[config.mk]
export PLATFORM = sky130hd
export DESIGN_NAME = dlb_retire_buf
export DESIGN_NICKNAME = d
export VERILOG_FILES = /design/src/rtl/dlb_pkg.sv /design/src/rtl/dlb_pick_free.sv /design/src/rtl/dlb_tag_match.sv /design/src/rtl/dlb_retire_buf.sv
export SDC_FILE = /design/constraint.sdc
export NUM_CORES = 1
export LEC_CHECK = 0
export BUFFER_PORTS_ARGS = -buffer_cell sky130_fd_sc_hd__buf_2
export CORE_ASPECT_RATIO = 1.25
export CORE_MARGIN = 2
export CORE_UTILIZATION = 50
export DETAILED_ROUTE_END_ITERATION = 8
export GPL_TIMING_DRIVEN = 0
export PLACE_DENSITY = 0.84
export SLEW_MARGIN = 20
export SYNTH_ARGS = -nofsm -noshare
export SYNTH_HDL_FRONTEND = slang
export SYNTH_SLANG_ARGS = --single-unit
[constraint.sdc]
create_clock -name clk -period 4.2 [get_ports clk]
set_clock_uncertainty 0.05 [all_clocks]
set_input_delay 0.42 -clock clk [delete_from_list [all_inputs] [get_ports clk]]
set_output_delay 0.42 -clock clk [all_outputs]
set_load 0.01 [all_outputs]
[src/rtl/dlb_pkg.sv]
package dlb_pkg;
  typedef enum logic [1:0] {
    PK_IDLE = 2'd0,
    PK_WAIT = 2'd1,
    PK_HIT  = 2'd2,
    PK_MISS = 2'd3
  } pick_state_e;
endpackage

[src/rtl/dlb_pick_free.sv]
module dlb_pick_free #(
  parameter int N   = 4,
  parameter int IW  = 2
) (
  input  logic [N-1:0]  occ,
  output logic          any_free,
  output logic [IW-1:0] idx
);
  always_comb begin
    any_free = 1'b0;
    idx      = '0;
    for (int i = N - 1; i >= 0; i--) begin
      if (!occ[i]) begin
        any_free = 1'b1;
        idx      = IW'(i);
      end
    end
  end
endmodule

[src/rtl/dlb_tag_match.sv]
module dlb_tag_match #(
  parameter int N  = 4,
  parameter int TW = 4,
  parameter int IW = 2
) (
  input  logic [N*TW-1:0] tags,
  input  logic [N-1:0]    occ,
  input  logic [TW-1:0]   key,
  output logic            hit,
  output logic [IW-1:0]   idx
);
  logic [N-1:0] eq;

  for (genvar g = 0; g < N; g++) begin : g_cmp
    assign eq[g] = occ[g] && (tags[g*TW +: TW] == key);
  end

  always_comb begin
    hit = 1'b0;
    idx = '0;
    for (int i = 0; i < N; i++) begin
      if (eq[i]) begin
        hit = 1'b1;
        idx = IW'(i);
      end
    end
  end
endmodule

[src/rtl/dlb_retire_buf.sv]
module dlb_retire_buf
  import dlb_pkg::*;
#(
  parameter int TOKEN_W = 4,
  parameter int NSTN    = 4,
  parameter int ADDR_W  = 16,
  parameter int DATA_W  = 32,
  localparam int STN_W  = (NSTN > 1) ? $clog2(NSTN) : 1
) (
  input  logic               clk,
  input  logic               rst_n,
  input  logic               iss_valid,
  input  logic [TOKEN_W-1:0] iss_token,
  input  logic [ADDR_W-1:0]  iss_addr,
  output logic               iss_ready,
  output logic               mreq_valid,
  output logic [ADDR_W-1:0]  mreq_addr,
  output logic [STN_W-1:0]   mreq_stn,
  input  logic               mreq_ready,
  input  logic               mrsp_valid,
  input  logic [STN_W-1:0]   mrsp_stn,
  input  logic [DATA_W-1:0]  mrsp_data,
  input  logic               pick_valid,
  input  logic [TOKEN_W-1:0] pick_token,
  output logic               pick_ack,
  output logic               pick_err,
  output logic [DATA_W-1:0]  pick_data
);
  // station state
  logic [NSTN-1:0]         occ_q, occ_d;
  logic [NSTN-1:0]         ok_q, ok_d;
  logic [NSTN*TOKEN_W-1:0] tok_q;
  logic [DATA_W-1:0]       dat_q [NSTN];

  logic                    free_any;
  logic [STN_W-1:0]        free_idx;
  logic                    iss_hit;
  logic [STN_W-1:0]        iss_hit_idx;
  logic                    pk_hit;
  logic [STN_W-1:0]        pk_idx;
  logic                    iss_ok, iss_fire, pk_release;
  pick_state_e             pk_state;

  dlb_pick_free #(.N(NSTN), .IW(STN_W)) u_free (
    .occ      (occ_q),
    .any_free (free_any),
    .idx      (free_idx)
  );

  dlb_tag_match #(.N(NSTN), .TW(TOKEN_W), .IW(STN_W)) u_iss_match (
    .tags (tok_q),
    .occ  (occ_q),
    .key  (iss_token),
    .hit  (iss_hit),
    .idx  (iss_hit_idx)
  );

  dlb_tag_match #(.N(NSTN), .TW(TOKEN_W), .IW(STN_W)) u_pk_match (
    .tags (tok_q),
    .occ  (occ_q),
    .key  (pick_token),
    .hit  (pk_hit),
    .idx  (pk_idx)
  );

  // issue path: forwarded straight to memory, no buffering
  assign iss_ok     = free_any && !iss_hit;
  assign iss_ready  = iss_ok && mreq_ready;
  assign iss_fire   = iss_valid && iss_ready;
  assign mreq_valid = iss_valid && iss_ok;
  assign mreq_addr  = iss_addr;
  assign mreq_stn   = free_idx;

  // pickup decode
  always_comb begin
    pk_state = PK_IDLE;
    if (pick_valid) begin
      if (!pk_hit)           pk_state = PK_MISS;
      else if (ok_q[pk_idx]) pk_state = PK_HIT;
      else                   pk_state = PK_WAIT;
    end
  end

  assign pk_release = (pk_state == PK_HIT);
  assign pick_ack   = (pk_state == PK_HIT) || (pk_state == PK_MISS);
  assign pick_err   = (pk_state == PK_MISS);
  assign pick_data  = pk_release ? dat_q[pk_idx] : '0;

  // per-station next state and registers
  for (genvar s = 0; s < NSTN; s++) begin : g_stn
    logic claim, drop, fill;

    assign claim = iss_fire && (free_idx == STN_W'(s));
    assign drop  = pk_release && (pk_idx == STN_W'(s));
    assign fill  = mrsp_valid && (mrsp_stn == STN_W'(s)) && occ_q[s];

    always_comb begin
      occ_d[s] = claim || (occ_q[s] && !drop);
      if (claim)      ok_d[s] = 1'b0;
      else if (fill)  ok_d[s] = 1'b1;
      else if (drop)  ok_d[s] = 1'b0;
      else            ok_d[s] = ok_q[s];
    end

    always_ff @(posedge clk or negedge rst_n) begin
      if (!rst_n) begin
        occ_q[s] <= 1'b0;
        ok_q[s]  <= 1'b0;
      end else begin
        occ_q[s] <= occ_d[s];
        ok_q[s]  <= ok_d[s];
      end
    end

    always_ff @(posedge clk) begin
      if (claim) tok_q[s*TOKEN_W +: TOKEN_W] <= iss_token;
      if (fill)  dat_q[s] <= mrsp_data;
    end
  end

endmodule

==> insert_results.sql <==
INSERT INTO impl_metrics (metric_group, metric, value, unit) VALUES
('outcome', 'run_status', 'completed', ''),
('drt', 'remaining_drc_errors', '0', ''),
('pwr', 'fin_total_pwr', '4010', 'µW'),
('logic_synthesis', 'syn_nets', '559', ''),
('critical_path', 'timing.setup.critical_path_class', 'reg -> out', ''),
('flow_run', 'timing.max_cap.violations', '0', ''),
('logic_synthesis', 'synth_top_cell_by_area', 'edfxtp_1', ''),
('grt', 'first_global_vias', '4586', ''),
('timing', 'min_period_over_period', '80.3', '%'),
('placement', 'placed_cells_incl_taps', '770', ''),
('clocking', 'cts.root.buffer_cell', 'clkbuf_16', ''),
('logic_synthesis', 'async_reset_ff_share', '5.26', '%'),
('finish', 'n_antenna_cell', '0', ''),
('grt', 'groute.usage.overall', '21.9', '%'),
('logic_synthesis', 'ys_types', '38', ''),
('logic_synthesis', 'avgSynthCellArea', '13.1', 'µm²'),
('logic_synthesis', 'ys_seq_elements', '152', ''),
('logic_synthesis', 'synth.cells.most_frequent', 'edfxtp_1, nand2_1, o21ai_0, a21oi_1, a31o_2', ''),
('logic_synthesis', 'post-synth-top-count-cell', 'edfxtp_1', ''),
('clocking', 'ctsLongestPathBuffers', '2', ''),
('drt', 'totalWireLength', '14.9', 'mm'),
('clocking', 'clkSinkCount', '152', ''),
('min_path', 'worstHoldPathType', 'in -> reg', ''),
('critical_path', 'critPathCaptureType', 'primary output', ''),
('timing', 'period_needed', '3.37', 'ns'),
('floorplanning', 'chipHeight', '131', 'µm'),
('timing', 'setup_viol', '0', ''),
('floorplanning', 'die_width', '106', 'µm'),
('logic_synthesis', 'synth-warning-count', '0', ''),
('critical_path', 'worst_setup_path_endpoint', 'pick_data[16]', ''),
('logic_synthesis', 'synth_seq_area_share', '69.7', '%'),
('clocking', 'tritoncts', 'built', ''),
('logic_synthesis', 'synth_edf_count', '144', ''),
('floorplanning', 'initial_utilization', '51.2', '%'),
('timing', 'timing_hold_violations_final', '0', ''),
('critical_path', 'timing.critical_path.arrival', '2.90', 'ns'),
('clocking', 'clock_tree.htree_level_count', '4', ''),
('clocking', 'clk-insertion-delay-late', '0.42', 'ns'),
('floorplanning', 'coreArea', '12700', 'µm²'),
('finish', 'final_nets', '686', ''),
('logic_synthesis', 'post_synth_instance_area', '6490', 'µm²'),
('floorplanning', 'die-area', '13900', 'µm²'),
('floorplanning', 'design.portCount', '118', ''),
('grt', 'globalRouteOverflowTotal', '0', ''),
('placement', 'place_hpwl', '9.92', 'mm'),
('grt', 'grt_pass1_wl', '23.2', 'mm'),
('timing', 'totalNegativeSetupSlack', '0', 'ns'),
('drt', 'routed-via-count', '4525', ''),
('pwr', 'leakage', '0.00299', 'µW'),
('finish', 'final_cell_utilization_of_the_core', '62.7', '%'),
('finish', 'multi_input_area', '1720', 'µm²'),
('floorplanning', 'rows', '46', ''),
('critical_path', 'worstSetupStartpointType', 'flip-flop', ''),
('placement', 'globalplace.congestion', '0.848', ''),
('clocking', 'tritoncts.num_buffers', '17', ''),
('logic_synthesis', 'syn_inst', '495', ''),
('drt', 'detailedRoute.firstPassIterationCount', '5', ''),
('timing', 'timing.max_slew.rel_slack', '38.3', '%'),
('critical_path', 'crit_start', 'tok_q[5]', ''),
('critical_path', 'worst-r2r-cell-count', '5', ''),
('finish', 'post_layout_nonfiller_instances', '802', ''),
('timing', 'worst_hold_slack', '0.167', 'ns'),
('drt', 'detail_route.vias_per_cell', '5.64', ''),
('placement', 'port_buffers', '101', ''),
('finish', 'fill_cells', '921', ''),
('grt', 'grt_max_degree', '24', ''),
('grt', 'grt_antenna_before_repair', '0', ''),
('finish', 'area_growth', '22.4', '%'),
('finish', 'final_layout_size_suffix_gt1_share', '31.5', '%'),
('pwr', 'cell_area_power_density', '504', 'nW/µm²'),
('pwr', 'ir_worst_vdd', '0.272', 'mV');
timing repair:
action	in CTS	in global routing
endpoints found under the hold margin	8	0
setup buffers	0	0
endpoints found under the setup margin	0	0
hold buffers	1	0
layer usage:
metal	track usage [%]	wire length, µm	vias to the layer above	part of all wire (%)
li1	-	-	2063	-
met1	25.9	5760	2236	39
met2	37.6	7850	199	53
met3	5.41	1080	27	7.2
met4	9.50	242	0	1.6
met5	0	0	-	0
kinds of logic after synthesis:
family / synth area share [%]
flip-flops: 69.7
AND/OR/NAND/NOR: 10.0
AO/OA/AOI/OAI: 11.9
buffers and inverters: 4.05
XOR/XNOR: 4.32
flip-flops by register name, summed over array words and instances (netlist names):
name / cells
tok_q: 16
dat_q: 128
occ_q: 4
ok_q: 4
critical path, stage by stage, from the launching register on:
cell and delay, ns:
edfxtp_1 0.42, xnor2_1 0.20, nand3_1 0.17, nor2_1 0.46, clkbuf_1 0.46, nand2_1 0.13
a31o_2 0.25, a21oi_1 0.21, buf_2 0.18
metrics by stage:
step	setup slack (ns)	area [µm²]
final	0.826	7940
after global routing	0.665	7940
after floorplan	1.26	6490
after detailed placement	1.14	7330
after global placement	-0.279	7210
after CTS	0.832	7940
final cells by class:
type	instances	area share, %
buffer	44	3.17
clock buffer	17	5.36
clock inverter	14	2.28
inverter	3	0.142
multi-input combinational	296	21.6
sequential	152	57.0
tap	168	2.65
timing repair buffer	108	7.81
cells in the final DEF, fill, tap and decap left out, types with 17 or more instances in the layout:
master	Yosys	layout
a31o_2	32	32
xor2_1	18	18
clkbuf_1	22	22
o21ai_0	36	36
edfxtp_1	144	144
a21oi_1	32	32
buf_4	16	17
clkbuf_16	0	17
nand2_1	104	104
buf_2	3	104
where the power goes:
part | internal, µW | total, µW | switching [µW]
Combinational | 247 | 589 | 342
Clock | 983 | 1550 | 567
Sequential | 1800 | 1870 | 73.0
how the worst min path moves through the flow:
stage                         to          start  cells after the start  slack [ns]
floorplan               occ_q[0]          rst_n                      0        0.07
finish               dat_q[3][8]   mrsp_data[8]                      1        0.17
detailed placement      occ_q[2]          rst_n                      1        0.23
global route         dat_q[3][8]   mrsp_data[8]                      1        0.16
global placement        occ_q[1]          rst_n                      1        0.22
CTS                 dat_q[1][16]  mrsp_data[16]                      1        0.16
(Power assumes the default switching activity.)
